===== src/rtl/ssp_pkg.sv =====
`timescale 1ns/1ps
package ssp_pkg;

    // Shift-clock events seen by the shifter in one system cycle.
    typedef enum logic [1:0] {
        EV_NONE = 2'd0,
        EV_CAP  = 2'd1,   // capture edge: sample incoming bit
        EV_LAU  = 2'd2    // launch edge: present next outgoing bit
    } shift_ev_e;

    localparam int unsigned SSP_SYNC_STAGES = 2;

endpackage


===== src/rtl/ssp_sync.sv =====
`timescale 1ns/1ps
module ssp_sync #(
    parameter int unsigned WIDTH  = 1,
    parameter int unsigned STAGES = 2
) (
    input  logic             clk,
    input  logic             rst_n,
    input  logic [WIDTH-1:0] d_i,
    output logic [WIDTH-1:0] q_o
);
    logic [STAGES-1:0][WIDTH-1:0] pipe_d, pipe_q;

    always_comb begin
        pipe_d[0] = d_i;
        for (int i = 1; i < STAGES; i++) begin
            pipe_d[i] = pipe_q[i-1];
        end
    end

    always_ff @(posedge clk or negedge rst_n) begin
        if (!rst_n) pipe_q <= '0;
        else        pipe_q <= pipe_d;
    end

    assign q_o = pipe_q[STAGES-1];
endmodule


===== src/rtl/ssp_clkgen.sv =====
`timescale 1ns/1ps
module ssp_clkgen
    import ssp_pkg::*;
#(
    parameter int unsigned SYNC_STAGES = SSP_SYNC_STAGES
) (
    input  logic      clk,
    input  logic      rst_n,
    input  logic      run_i,
    input  logic      idle_lvl_i,
    input  logic      int_i,
    input  logic      tmr_sel_i,
    input  logic      tmr_i,
    input  logic      sck_i,
    input  logic      sd_i,
    output logic      sck_o,
    output logic      sd_o,
    output shift_ev_e ev_o
);
    localparam int unsigned NSYNC = 3;

    logic [NSYNC-1:0] raw, synced;
    logic s_tmr, s_sck;

    assign raw = {tmr_i, sck_i, sd_i};

    ssp_sync #(.WIDTH(NSYNC), .STAGES(SYNC_STAGES)) u_sync (
        .clk   (clk),
        .rst_n (rst_n),
        .d_i   (raw),
        .q_o   (synced)
    );

    assign {s_tmr, s_sck, sd_o} = synced;

    typedef struct packed {
        logic sck;
        logic tmr_prev;
        logic sck_prev;
    } cg_t;

    cg_t  cg_d, cg_q;
    logic tick, ext_rise, ext_fall;

    always_comb begin
        cg_d          = cg_q;
        cg_d.tmr_prev = s_tmr;
        cg_d.sck_prev = s_sck;
        tick     = tmr_sel_i ? (s_tmr & ~cg_q.tmr_prev) : 1'b1;
        ext_rise = s_sck & ~cg_q.sck_prev;
        ext_fall = ~s_sck & cg_q.sck_prev;
        ev_o     = EV_NONE;
        if (run_i) begin
            if (int_i) begin
                if (tick) ev_o = (cg_q.sck == idle_lvl_i) ? EV_CAP : EV_LAU;
            end else begin
                if (idle_lvl_i ? ext_fall : ext_rise)      ev_o = EV_CAP;
                else if (idle_lvl_i ? ext_rise : ext_fall) ev_o = EV_LAU;
            end
        end
        if (run_i && int_i) begin
            if (ev_o != EV_NONE) cg_d.sck = ~cg_q.sck;
        end else begin
            cg_d.sck = idle_lvl_i;
        end
    end

    always_ff @(posedge clk or negedge rst_n) begin
        if (!rst_n) cg_q <= '{sck: 1'b1, tmr_prev: 1'b0, sck_prev: 1'b0};
        else        cg_q <= cg_d;
    end

    assign sck_o = cg_q.sck;
endmodule


===== src/rtl/ssp_core.sv =====
`timescale 1ns/1ps
module ssp_core
    import ssp_pkg::*;
#(
    parameter int unsigned DW = 8
) (
    input  logic          clk,
    input  logic          rst_n,
    input  logic          port_off_i,
    input  logic          dir_tx_i,
    input  logic          irq_mask_i,
    input  logic          irq_end_i,
    input  logic          tx_wr_i,
    input  logic [DW-1:0] tx_data_i,
    input  logic          rx_rd_i,
    input  shift_ev_e     ev_i,
    input  logic          sd_i,
    output logic [DW-1:0] rx_data_o,
    output logic          ready_o,
    output logic          busy_o,
    output logic          irq_o,
    output logic          sd_o
);
    localparam int unsigned CNT_W = $clog2(DW + 1);
    localparam logic [CNT_W-1:0] CNT_FULL = CNT_W'(DW);

    typedef struct packed {
        logic             busy;
        logic             hold;
        logic             txfull;
        logic             rxfull;
        logic [CNT_W-1:0] cnt;
        logic [DW-1:0]    sr;
        logic             out;
        logic [DW-1:0]    txbuf;
        logic [DW-1:0]    rxbuf;
        logic             irq;
    } st_t;

    st_t  st_d, st_q;
    logic tel_end, rdy_now, rdy_nxt;

    always_comb begin
        st_d    = st_q;
        tel_end = 1'b0;
        if (rx_rd_i) st_d.rxfull = 1'b0;
        if (port_off_i) begin
            if (st_q.busy) begin
                st_d.busy   = 1'b0;
                st_d.cnt    = '0;
                st_d.rxbuf  = st_q.sr;
                st_d.rxfull = 1'b1;
            end
        end else if (st_q.busy) begin
            if (ev_i == EV_CAP) begin
                st_d.sr  = {st_q.sr[DW-2:0], sd_i};
                st_d.cnt = st_q.cnt + CNT_W'(1);
            end else if (ev_i == EV_LAU) begin
                if (st_q.cnt == CNT_FULL) begin
                    tel_end   = 1'b1;
                    st_d.busy = 1'b0;
                    st_d.cnt  = '0;
                    if (!dir_tx_i) begin
                        if (st_q.rxfull) begin
                            st_d.hold = 1'b1;
                        end else begin
                            st_d.rxbuf  = st_q.sr;
                            st_d.rxfull = 1'b1;
                        end
                    end
                end else begin
                    st_d.out = st_q.sr[DW-1];
                end
            end
        end else if (st_q.hold) begin
            if (!st_q.rxfull) begin
                st_d.rxbuf  = st_q.sr;
                st_d.rxfull = 1'b1;
                st_d.hold   = 1'b0;
            end
        end else if (dir_tx_i ? st_q.txfull : 1'b1) begin
            st_d.busy = 1'b1;
            st_d.cnt  = '0;
            if (dir_tx_i) begin
                st_d.sr     = st_q.txbuf;
                st_d.out    = st_q.txbuf[DW-1];
                st_d.txfull = 1'b0;
            end else begin
                st_d.sr  = '0;
                st_d.out = 1'b0;
            end
        end
        if (tx_wr_i) begin
            st_d.txbuf  = tx_data_i;
            st_d.txfull = 1'b1;
        end
        rdy_now  = dir_tx_i ? st_q.txfull : ~st_q.rxfull;
        rdy_nxt  = dir_tx_i ? st_d.txfull : ~st_d.rxfull;
        st_d.irq = ~irq_mask_i & (irq_end_i ? tel_end : (rdy_now & ~rdy_nxt));
    end

    always_ff @(posedge clk or negedge rst_n) begin
        if (!rst_n) st_q <= '0;
        else        st_q <= st_d;
    end

    assign rx_data_o = st_q.rxbuf;
    assign ready_o   = dir_tx_i ? st_q.txfull : ~st_q.rxfull;
    assign busy_o    = st_q.busy;
    assign irq_o     = st_q.irq;
    assign sd_o      = st_q.out;
endmodule


===== src/rtl/sync_shift_port.sv =====
`timescale 1ns/1ps
module sync_shift_port
    import ssp_pkg::*;
#(
    parameter int unsigned DATA_W      = 8,
    parameter int unsigned SYNC_STAGES = SSP_SYNC_STAGES
) (
    input  logic              clk,
    input  logic              rst_n,
    input  logic              port_off,
    input  logic              dir_tx,
    input  logic              edge_rise,
    input  logic              clk_int,
    input  logic              clk_src,
    input  logic              timer_in,
    input  logic              irq_mask,
    input  logic              irq_on_end,
    input  logic              tx_wr,
    input  logic [DATA_W-1:0] tx_data,
    input  logic              rx_rd,
    output logic [DATA_W-1:0] rx_data,
    output logic              ready,
    output logic              active,
    output logic              irq,
    input  logic              sck_in,
    output logic              sck_out,
    output logic              sck_oe,
    input  logic              sd_in,
    output logic              sd_out,
    output logic              sd_oe
);
    shift_ev_e ev;
    logic      sd_sync;

    ssp_clkgen #(.SYNC_STAGES(SYNC_STAGES)) u_clkgen (
        .clk        (clk),
        .rst_n      (rst_n),
        .run_i      (active),
        .idle_lvl_i (edge_rise),
        .int_i      (clk_int),
        .tmr_sel_i  (clk_src),
        .tmr_i      (timer_in),
        .sck_i      (sck_in),
        .sd_i       (sd_in),
        .sck_o      (sck_out),
        .sd_o       (sd_sync),
        .ev_o       (ev)
    );

    ssp_core #(.DW(DATA_W)) u_core (
        .clk        (clk),
        .rst_n      (rst_n),
        .port_off_i (port_off),
        .dir_tx_i   (dir_tx),
        .irq_mask_i (irq_mask),
        .irq_end_i  (irq_on_end),
        .tx_wr_i    (tx_wr),
        .tx_data_i  (tx_data),
        .rx_rd_i    (rx_rd),
        .ev_i       (ev),
        .sd_i       (sd_sync),
        .rx_data_o  (rx_data),
        .ready_o    (ready),
        .busy_o     (active),
        .irq_o      (irq),
        .sd_o       (sd_out)
    );

    assign sck_oe = clk_int;
    assign sd_oe  = dir_tx;
endmodule


===== config.mk =====
export PLATFORM = sky130hd
export DESIGN_NAME = sync_shift_port
export DESIGN_NICKNAME = d
export VERILOG_FILES = /design/src/rtl/ssp_pkg.sv /design/src/rtl/ssp_sync.sv /design/src/rtl/ssp_clkgen.sv /design/src/rtl/ssp_core.sv /design/src/rtl/sync_shift_port.sv
export SDC_FILE = /design/constraint.sdc
export NUM_CORES = 1
export LEC_CHECK = 0
export ABC_AREA = 1
export BUFFER_PORTS_ARGS = -buffer_cell sky130_fd_sc_hd__buf_2
export CORE_ASPECT_RATIO = 0.9
export CORE_MARGIN = 10
export CORE_UTILIZATION = 50
export DETAILED_ROUTE_END_ITERATION = 12
export PLACE_DENSITY = 0.72
export SLEW_MARGIN = 20
export SYNTH_ARGS = -nofsm -noshare
export SYNTH_HDL_FRONTEND = slang
export SYNTH_SLANG_ARGS = --single-unit
export TNS_END_PERCENT = 1

===== constraint.sdc =====
create_clock -name clk -period 3.9 [get_ports clk]
set_input_delay 0.39 -clock clk [delete_from_list [all_inputs] [get_ports clk]]
set_output_delay 0.39 -clock clk [all_outputs]
set_load 0.005 [all_outputs]

Word-level counts from Yosys, hierarchy flattened
Index checks and enable logic that the tools add are counted.
Word-level totals
  register bits: 43
  input bits: 22
  output and inout port bits: 15
  logic and storage cells: 123
Operators by class
  add/sub/neg operators: 1
  equal/unequal tests: 20
  muxes and demuxes: 64
  bitwise gates (word level): 14
  reduce and logical (&&, ||, !) cells: 9
Operators by type and width (number)
  $mux 8: 10
  $mux 1: 35
  $mux 13: 2
  $mux 2: 10
  $mux 5: 4
  $reduce_and 6->1: 3
  $ne 2x2->1 const B: 8
  $mux 14: 1
  $ne 3x3->1 const B: 4
  $mux 9: 1
  $not 1->1: 9
  $ne 4x4->1 const B: 2
  $reduce_bool 2->1: 3
  $and 1x1->1: 5
  $reduce_and 5->1: 1
  $add 4x1->4 const B: 1
  $eq 4x4->1 const B: 1
  $mux 4: 1
  $ne 2x1->1 const B: 2
  $reduce_and 4->1: 1
  $eq 2x1->1 const B: 1
  $eq 2x2->1 const B: 1
  $eq 1x1->1: 1
  $logic_and 1x1->1: 1

Depth between registers and ports, before layout
Gate-level depths: netlist (run 1).
  word-level depth: 18
  gate-level depth with buffers: 12
  gate-level depth less buffers: 12

By module
Synthesis (run 1) repeated with hierarchy kept, for this count alone.
Second synthesis, totals
  cells, all modules: 272
  area, all modules: 2237.1 um^2
By module, submodules not included
  ssp_core: instances 1, cells an instance 226, area an instance 1835.5 um^2, sequential area each 850.8 um^2
  ssp_clkgen: instances 1, cells an instance 38, area an instance 236.5 um^2, sequential area each 76.3 um^2
  ssp_sync: instances 1, cells an instance 6, area an instance 150.1 um^2, sequential area each 150.1 um^2
  sync_shift_port: instances 1, cells an instance 2, area an instance 15.0 um^2, sequential area each 0.0 um^2

Least setup slack after synthesis (run 1)
No wires, ideal clock.
  path kind: flip-flop to flip-flop
  start point: register u_clkgen.cg_q, in the netlist u_clkgen.sck_o
  end point: register u_core.st_q, in the netlist u_core.rx_data_o[6]
  library setup time: 0.118 ns
  arrival: 1.413 ns
  data required time: 3.782 ns
  path slack: 2.369 ns
  cell stages (with the launch flop): 11
  buffers on the path: 1
  clock period less this slack: 1.531 ns
  path through: dfstp_2 nand2_1 nand3_2 nand3_4 nor3_4 inv_2 nand2_2 nand2_4 buf_6 nand2_2 o21ai_2
Between the ends
  longest elaborated chain between the ends: 8
  elaborated cells between the ends (all ways): 10
  those cells by class: 5 x eq/ne; 4 x mux; 1 x reduce/logical
RTL lines
  start, declared: line ssp_clkgen.sv:42  | cg_t cg_d, cg_q;
  start signal, assigned: line ssp_clkgen.sv:69  | if (!rst_n) cg_q <= '{sck: 1'b1, tmr_prev: 1'b0, sck_prev: 1'b0};
  start signal, assigned: line ssp_clkgen.sv:70  | else cg_q <= cg_d;
  $eq 1x1->1 *: line ssp_clkgen.sv:55  | if (tick) ev_o = (cg_q.sck == idle_lvl_i) ? EV_CAP : EV_LAU;
  $mux 2 * (2 in series): line ssp_clkgen.sv:55
  $mux 2 *: line ssp_clkgen.sv:54  | if (int_i) begin
  $mux 2 *: line ssp_clkgen.sv:53  | if (run_i) begin
  $eq 2x1->1 or $eq 2x2->1 (tied branches): line ssp_core.sv:55, ssp_core.sv:58
  $ne 3x3->1 (no source line)
  $reduce_and 6->1 (no source line) *
  end signal, assigned: line ssp_core.sv:104  | else st_q <= st_d;
  end, declared: line ssp_core.sv:40  | st_t st_d, st_q;
Every way passes the cells marked *; elsewhere a longest branch is shown, timed or not.
A chain may end at the register's enable or synchronous reset.

Final worst setup path (run 1)
  start point: register u_core.st_q, in the netlist u_core.busy_o
  end point: register u_core.st_q, in the netlist u_core.rx_data_o[3]
Between the ends
  longest elaborated chain between the ends: 4
  elaborated cells between the ends (all ways): 12
  those cells by class: 7 x eq/ne; 3 x mux; 2 x reduce/logical
RTL lines (line)
  $mux 2: ssp_clkgen.sv:53
  $eq 2x1->1 or $eq 2x2->1 (tied branches): ssp_core.sv:55, ssp_core.sv:58
  $ne 3x3->1 (no source line)
  $reduce_and 6->1 (no source line)
Parallel ways exist; a longest one is shown, timed or not.

==> out/metrics.csv, run 1 <==
metric,value,unit
synth_top_area_cell,dfrtp_1,
die_h,82.08,µm
postLayoutCoreUtil,56.89,%
ant_nets,0,
antennaDiodeCount,0,
num_rows,22,
dr_total_vias,1563,
synth_seq_cells,43,
drtPass1Iterations,4,
status,completed,
cts_setup_buffers,0,
synth_area,2141,µm²
setup_viol,0,
cts-hold-fix-buffers,0,
worstPathMaxFanout,16,
fmax,582.4,MHz
port_buffers,36,
coreArea,4101,µm²
syn_area_per_cell,8.774,µm²
synth-edff-count,0,
fin_area,2333,µm²
ys.flop_type,dfrtp_1,
leakagePower,0.001179,µW
dpl.hpwl,2.995,mm
slew_violations,0,
max-slew-margin-rel,38.74,%
htreeDepth,2,
synth_common_cells,"nand2_1 (54), dfrtp_1 (42), inv_1 (30), o21ai_0 (23), nor2_1 (16)",
viasPerCell,4.884,
grt_pass1_vias,1488,
final.period_utilization,44.03,%
overflow,0,
hp-class,primary input to register,
drt_iter0_drc,65,
syn_nets,268,
fillers,382,
start_kind,register,
nets,295,
multi_input_area,799.5,µm²
rsz0062_at_grt,no,
yosysMostFrequentCell,nand2_1,
cp.required,4.08,ns
drv_cap,0,
synth_cells,244,
endpoint_kind,register,
clk_path_buf_depth,2,
p_per_area,541.0,nW/µm²
yosysWarnings,0,
cts_tree,done,
insertion_delay,0.29,ns
finalHoldViolCount,0,
grt_use_total,11.80,%
tightest_slew,0.9189,ns
ir_worst_vdd,0.2493,mV
syn_to_final_growth,9.001,%
die_area,7303,µm²
clock_skew,0.005522,ns
layout-drive-gt1-share,25.00,%
power,1262,µW
cts_buffers,5,
async_reset_ff_share,100.0,%
seqCellArea,1077,µm²
arrival,1.90,ns
wl_per_cell,12.43,µm
die_w,88.98,µm
postCtsResizedCells,0,
yosysTopAreaCellShare,49.09,%
cts-root-buf,clkbuf_8,
start_util,52.20,%
place_congestion,0.9018,
setup-tns-final,0,ns
critical_path_class,register to register,
grt_pass1_wl,6.734,mm
finalCriticalPeriod,1.717,ns
ys_seq_area_share,50.32,%
antenna_found_initial,0,
grt_max_degree,44,
clk_pin_slew,0.08,ns
finalWirelength,3.976,mm
synthDistinctLibCells,35,
placed_area,2252,µm²
route.detailed.drc,0,
cts.sinks,43,
synthTopCellsByArea,"dfrtp_1 (49%), nand2_1 (9.5%), o21ai_0 (5.4%)",
ioPinCount,37,
## layer usage
layer  wire length, µm  global-route usage [%]  vias up
met3               306                   4.451        6
met4                60                   4.762        0
li1                  -                       -      820
met1              2120                   16.60      695
met2              1487                   15.85       42
met5                 0                       0        -
## critical path, cell delays in order (launching register included)
cell and delay, ns:
dfrtp_1 0.53, inv_2 0.25, nor3_1 0.09, a2111oi_2 0.33
nand2_4 0.23, nand2_1 0.13, o21ai_2 0.05
## layout make-up
| type | instances | area share, % |
|---|---|---|
| Clock buffer | 7 | 3.271 |
| Inverter | 36 | 5.791 |
| Sequential cell | 43 | 46.17 |
| Tap cell | 48 | 2.574 |
| Timing Repair Buffer | 36 | 7.721 |
| Multi-Input combinational cell | 149 | 34.26 |
| Clock inverter | 1 | 0.2145 |
## state kept, by name, summed over array words and instances, names as in the netlist
register,count
u_clkgen.sck_o,1
u_core.st_q,23
u_core.busy_o,1
u_core.rx_data_o,8
u_clkgen.u_sync.q_o,3
u_clkgen.cg_q,2
u_core.sd_o,1
u_clkgen.u_sync.pipe_d,3
u_core.irq_o,1
## power breakdown
group / leakage (µW) / internal, µW / switching (µW)
registers: 0.000541 / 545 / 61.1
logic: 0.000596 / 146 / 241
clock network: 0.0000422 / 126 / 144
## cell usage in the layout (no fill, tap or decap), types with 3 or more instances in the layout
| cell type | n |
|---|---|
| nand2_1 | 54 |
| inv_1 | 30 |
| nor2_1 | 16 |
| clkbuf_8 | 5 |
| buf_2 | 36 |
| o21ai_0 | 23 |
| dfrtp_1 | 42 |
| a21oi_1 | 4 |
| nand3_1 | 6 |
| nor3_1 | 5 |
| inv_2 | 6 |
| nand2_2 | 3 |
| o21ai_2 | 8 |
| o22ai_1 | 7 |
## cells by family (layout without fill, tap and decap cells)
group | Yosys count | count (layout) | share of synthesized area [%]
DFF | 43 | 43 | 50.32
buffers and inverters | 52 | 80 | 12.33
AOI/OAI and AO/OA | 51 | 51 | 14.90
xor gates and xnor gates | 3 | 3 | 1.228
and+or+nand+nor | 93 | 93 | 20.05
adders and majority gates | 2 | 2 | 1.169
## worst paths after layout
| kind | from | endpoint | slack (ns) | cells after the start |
|---|---|---|---|---|
| worst max-delay path | u_core.busy_o$_DFF_PN0_ | u_core.rx_data_o[3]$_DFFE_PN0P_ | 2.18 | 6 |
| worst min-delay path | sck_in | u_clkgen.u_sync.pipe_d[4]$_DFF_PN0_ | 0.20 | 1 |
| worst max register to register | u_core.busy_o$_DFF_PN0_ | u_core.rx_data_o[3]$_DFFE_PN0P_ | 2.18 | 6 |
| worst min register to register | u_clkgen.u_sync.pipe_d[3]$_DFF_PN0_ | u_clkgen.u_sync.q_o[0]$_DFF_PN0_ | 0.35 | 0 |
| max in group asynchronous | rst_n | u_core.st_q[20]$_DFFE_PN0P_ | 3.10 | 1 |
| min in group asynchronous | rst_n | u_core.st_q[27]$_DFFE_PN0P_ | 0.22 | 1 |
## metrics by stage
| step | instances | setup WS (ns) | hold WS [ns] |
|---|---|---|---|
| 2_1_floorplan | 244 | 2.369 | 0.09441 |
| 3_3_place_gp | 312 | 2.208 | 0.3342 |
| 3_5_place_dp | 312 | 2.193 | 0.3379 |
| 4_1_cts | 320 | 2.168 | 0.1903 |
| 5_1_grt | 320 | 1.967 | 0.1861 |
| 6_report | 320 | 2.183 | 0.1952 |
Note: power is estimated with default switching activity, not from simulation.
==> run 2, diff against run 1 <==
==> constraint.sdc (replaced) <==
create_clock -name clk -period 1.6 [get_ports clk]
set_input_delay 0.16 -clock clk [delete_from_list [all_inputs] [get_ports clk]]
set_output_delay 0.16 -clock clk [all_outputs]
set_load 0.005 [all_outputs]
==> run 2 against run 1 <==
  * Via count up 7.1%
  * Cell area up 10%
  * Critical path type unchanged
  * Core utilization up 5.7 points
  * Sequential share of layout area down 4.2 points
  * Clock skew about the same
  * Cell count up 6.3%
  * Register-to-register slack worse by 2.1 ns
==> out/metrics.csv, run 2 (synthesis results as in run 1) <==
metric,value,unit
clk_path_buf_depth,2,
path_buf_inv,2,
port_buffers,36,
seqCellArea,1079,µm²
postLayoutCoreUtil,62.63,%
crit_start,u_core.st_q[26]$_DFFE_PN0P_,
grt_max_degree,22,
cts-root-buf,clkbuf_8,
start_kind,register,
setup-tns-final,0,ns
tightest_slew,0.4651,ns
drt_iter0_drc,87,
dr_total_vias,1674,
start_util,52.20,%
layout-drive-gt1-share,30.48,%
endpoint_kind,register,
die_h,82.08,µm
place_congestion,0.9064,
overflow,0,
num_rows,22,
grt_pass1_vias,1623,
coreArea,4101,µm²
finalHoldViolCount,0,
cts_buffers,5,
reg2regPathDepth,11,
fillers,366,
grt_pass1_wl,7.355,mm
syn_to_final_growth,19.99,%
wl_per_cell,12.79,µm
drv_cap,0,
holdPathEnd,u_core.st_q[9]$_DFFE_PN0P_,
layout_commonest_cell,nand2_1,
worstPathMaxFanout,3,
p_per_area,1396,nW/µm²
insertion_delay,0.30,ns
dpl.hpwl,3.296,mm
path_delay_family,simple AND/OR/NAND/NOR gates,
slew_violations,0,
rsz0062_at_grt,yes,
route.detailed.drc,0,
top_register,u_core.st_q,
worstReg2RegEnd,u_core.irq_o$_DFF_PN0_,
multi_input_area,822.0,µm²
critical_path_class,register to register,
largest_register_ff_count,23,
hp-class,primary input to register,
cts.sinks,43,
status,completed,
min_path_cells,3,
fmax,642.7,MHz
final.period_utilization,97.24,%
rr_startpoint,u_core.st_q[26]$_DFFE_PN0P_,
slowest_stage,dfrtp_1,
finalWirelength,4.350,mm
arrival,1.78,ns
drtPass1Iterations,4,
ir_worst_vdd,0.7116,mV
clock_skew,0.005146,ns
clk_pin_slew,0.08,ns
antenna_found_initial,0,
finalCriticalPeriod,1.556,ns
fin_area,2569,µm²
cp.required,1.82,ns
grt_use_total,12.75,%
htreeDepth,2,
ioPinCount,37,
min_from,tx_data[0],
placed_area,2357,µm²
nets,315,
worstPathCellList,inv_1 > ha_1 > nand2_2 > nor3_4 > buf_4 > nand2_1 > nand2_1 > nand2_1 > nand2_1 > nand2_1 > a21oi_1,
die_area,7303,µm²
critPathMaxStageDelay,0.38,ns
final_cell_mix,"nand2_1 (52), dfrtp_1 (41), buf_2 (36)",
ant_nets,0,
setup_viol,0,
die_w,88.98,µm
reg2reg_slack,0.04,ns
max-slew-margin-rel,68.99,%
antennaDiodeCount,0,
leakagePower,0.001298,µW
cts_tree,done,
viasPerCell,4.924,
cpMostUsedCell,nand2_1,
-- run 2: cell types whose count changed in the layout (fill, tap and decap cells not counted), sizes merged --
cell,delta
buf,+16
bufinv,+2
clkbuf,-1
clkinv,-1
dlygate4sd3,+4
-- run 2: metal layers --
metal | routed length, µm | vias to the layer above | track usage (%)
met2 | 1788 | 51 | 18.04
met4 | 57 | 0 | 4.286
met1 | 2093 | 755 | 17.20
li1 | - | 861 | -
met3 | 410 | 7 | 5.341
met5 | 0 | - | 0
-- run 2: timing repair --
action / 4_1_cts / 5_1_grt
gates resized for setup: 1 / 4
cloned: 0 / 0
endpoints found under the hold margin: 21 / 0
setup endpoints to repair: 1 / 24
hold buffers: 4 / 0
setup buffers: 0 / 2
-- run 2: tightest hold or removal path, cell delays in order --
cell and delay (ns):
buf_2 0.07, nand2_1 0.04, o21ai_0 0.05
-- run 2: through the flow --
step           power [µW]  std cells  setup WS, ns  hold WS (ns)
2_1_floorplan        2303        244       0.06916       -0.1356
3_3_place_gp         2531        326       0.07564        0.1404
3_5_place_dp         2564        326       0.04663        0.1464
4_1_cts              3577        338       0.02738       0.06145
5_1_grt              3834        340       -0.1232       0.06899
6_report             3586        340       0.04411       0.06394
-- run 2: power breakdown --
part           total (µW)  switching [µW]  internal, µW
Sequential           1470             139          1330
Combinational        1120             658           466
Clock                 994             370           624
Total                3590            1170          2420
-- run 2: cell type report --
type	count	area share, %
timing repair buffer	56	13.25
tap	48	2.338
clock inverter	2	2.338
multi-input combinational	149	32.00
clock buffer	6	2.825
inverter	36	5.261
sequential	43	41.99
-- run 2: worst max path at each step --
stage / to / slack [ns] / cells after the start
3_5_place_dp: u_core.irq_o$_DFF_PN0_ / 0.05 / 11
3_3_place_gp: u_core.rx_data_o[3]$_DFFE_PN0P_ / 0.08 / 9
5_1_grt: u_core.irq_o$_DFF_PN0_ / -0.12 / 11
4_1_cts: u_core.irq_o$_DFF_PN0_ / 0.03 / 11
6_report: u_core.irq_o$_DFF_PN0_ / 0.04 / 11
2_1_floorplan: u_core.rx_data_o[6]$_DFFE_PN0P_ / 0.07 / 10
==> run 3, diff against run 2 <==
==> constraint.sdc (replaced) <==
create_clock -name clk -period 1.5 [get_ports clk]
set_input_delay 0.15 -clock clk [delete_from_list [all_inputs] [get_ports clk]]
set_output_delay 0.15 -clock clk [all_outputs]
set_load 0.005 [all_outputs]
==> run 3 against run 2 <==
  * Die area did not move
  * Critical path type unchanged
  * Setup slack got worse by 0.11 ns
  * Sequential share of layout area fell by 1.3 points
  * The run now ends with negative setup slack left
  * First-iteration DRC count fell by 29%
  * Critical path depth fell by 1
  * Clock power fell by 14%
  * Critical endpoint is now u_core.st_q[28]$_DFFE_PN0P_
  * Hold slack got worse by 0.0042 ns
  * Via count barely moved
  * Cell count rose by 2.9%
  * Combinational power rose by 19%
==> out/metrics.csv, run 3 (synthesis results as in run 1) <==
metric,value,unit
final_cell_mix,"nand2_1 (48), dfrtp_1 (41), buf_2 (36)",
layout-drive-gt1-share,34.44,%
violations,negative setup slack,
drt_iter0_drc,62,
grt_max_degree,25,
clock_skew,0.002861,ns
start_util,52.20,%
final.period_utilization,104.5,%
rsz0062_at_grt,yes,
arrival,1.74,ns
p_per_area,1411,nW/µm²
cp.required,1.68,ns
dr_total_vias,1675,
antenna_found_initial,0,
p_comb_share,35.6,%
p_seq_share,41.5,%
tightest_slew,0.4669,ns
die_w,88.98,µm
worstPathMaxFanout,4,
antennaDiodeCount,0,
p_clk_share,22.9,%
die_area,7303,µm²
ir_worst_vdd,0.5866,mV
htreeDepth,2,
sw_frac_of_total,33.45,%
finalCriticalPeriod,1.567,ns
cts_buffers,5,
hp-class,primary input to register,
route.detailed.drc,0,
critical_path_class,register to register,
setup-tns-final,-0.3390,ns
cts_tree,done,
finalWirelength,4.377,mm
clk_pin_slew,0.07,ns
layout_commonest_cell,nand2_1,
drv_cap,0,
ant_nets,0,
dpl.hpwl,3.321,mm
fmax,638.2,MHz
fin_area,2651,µm²
status,finished with violations,
drtPass1Iterations,4,
grt_pass1_vias,1602,
die_h,82.08,µm
fillers,331,
p_int,2490,µW
ioPinCount,37,
top_register,u_core.st_q,
viasPerCell,4.786,
syn_to_final_growth,23.85,%
placed_area,2467,µm²
leakagePower,0.001344,µW
place_congestion,0.9112,
endpoint_kind,register,
overflow,0,
start_kind,register,
max-slew-margin-rel,68.87,%
grt_use_total,12.67,%
nets,326,
wl_per_cell,12.51,µm
grt_pass1_wl,7.272,mm
slew_violations,0,
finalHoldViolCount,0,
postLayoutCoreUtil,64.64,%
cts-root-buf,clkbuf_8,
power,3742,µW
p_sw,1252,µW
setup_slack,-0.06686,ns
clk_path_buf_depth,2,
setup_viol,8,
coreArea,4101,µm²
largest_register_ff_count,23,
cts.sinks,43,
insertion_delay,0.29,ns
port_buffers,36,
num_rows,22,
## run 3: cell type report
type | instances | area (µm²) | area share [%]
Clock inverter | 1 | 30.03 | 1.133
Clock buffer | 6 | 72.57 | 2.737
Multi-Input combinational cell | 149 | 837.1 | 31.57
Tap cell | 48 | 60.06 | 2.265
Inverter | 36 | 137.6 | 5.191
Sequential cell | 43 | 1079 | 40.68
Timing Repair Buffer | 67 | 435.4 | 16.42
## run 3: repair_timing
action	CTS	global route
resized for setup	4	9
endpoints found under the setup margin	15	25
hold endpoints to repair	22	0
buffers inserted	0	0
hold buffers	4	0
## run 3: per-layer routing
metal	up-vias	wire [µm]	share of wire, %	track usage (%)
met4	0	31	0.71	3.810
met3	4	428	9.8	4.847
li1	885	-	-	-
met5	-	0	0	0
met1	727	2154	49	17.91
met2	59	1763	40	17.46
## run 3: power groups by stage
stage | clock (µW) | combinational, µW | sequential (µW)
after floorplan | 0 | 904 | 1550
after global placement | 0 | 1250 | 1560
after detailed placement | 0 | 1270 | 1570
after CTS | 866 | 1300 | 1550
after global routing | 926 | 1500 | 1580
final | 857 | 1330 | 1550
## run 3: worst max-delay path, cell delays in order, from the launching register on
cell     delay [ns]
dfstp_2        0.57
nand2_2        0.06
nand3_2        0.08
nand3_4        0.08
nor3_4         0.15
inv_2          0.08
nand2_4        0.09
o21ai_1        0.06
buf_4          0.16
nand2_1        0.05
o31ai_1        0.06
## run 3: stage by stage
| stage | setup slack [ns] | hold WS [ns] | instances |
|---|---|---|---|
| 2_1_floorplan | -0.03084 | -0.1456 | 244 |
| 3_3_place_gp | -0.03763 | 0.1282 | 339 |
| 3_5_place_dp | -0.04085 | 0.1328 | 339 |
| 4_1_cts | -0.04338 | 0.06294 | 350 |
| 5_1_grt | -0.2045 | 0.06888 | 350 |
| 6_report | -0.06686 | 0.05977 | 350 |
## run 3: path summary, 6_finish.rpt
path | startpoint | to | slack, ns | cells past startpoint
setup / recovery | u_clkgen.sck_o$_DFFE_PN1P_ | u_core.st_q[28]$_DFFE_PN0P_ | -0.07 | 10
hold / removal | tx_data[4] | u_core.st_q[13]$_DFFE_PN0P_ | 0.06 | 3
setup reg to reg | u_clkgen.sck_o$_DFFE_PN1P_ | u_core.st_q[28]$_DFFE_PN0P_ | -0.07 | 10
hold reg to reg | u_clkgen.u_sync.pipe_d[4]$_DFF_PN0_ | u_clkgen.u_sync.q_o[1]$_DFF_PN0_ | 0.35 | 0
max in group asynchronous | rst_n | u_clkgen.sck_o$_DFFE_PN1P_ | 0.60 | 3
min in group asynchronous | rst_n | u_core.irq_o$_DFF_PN0_ | 0.34 | 2
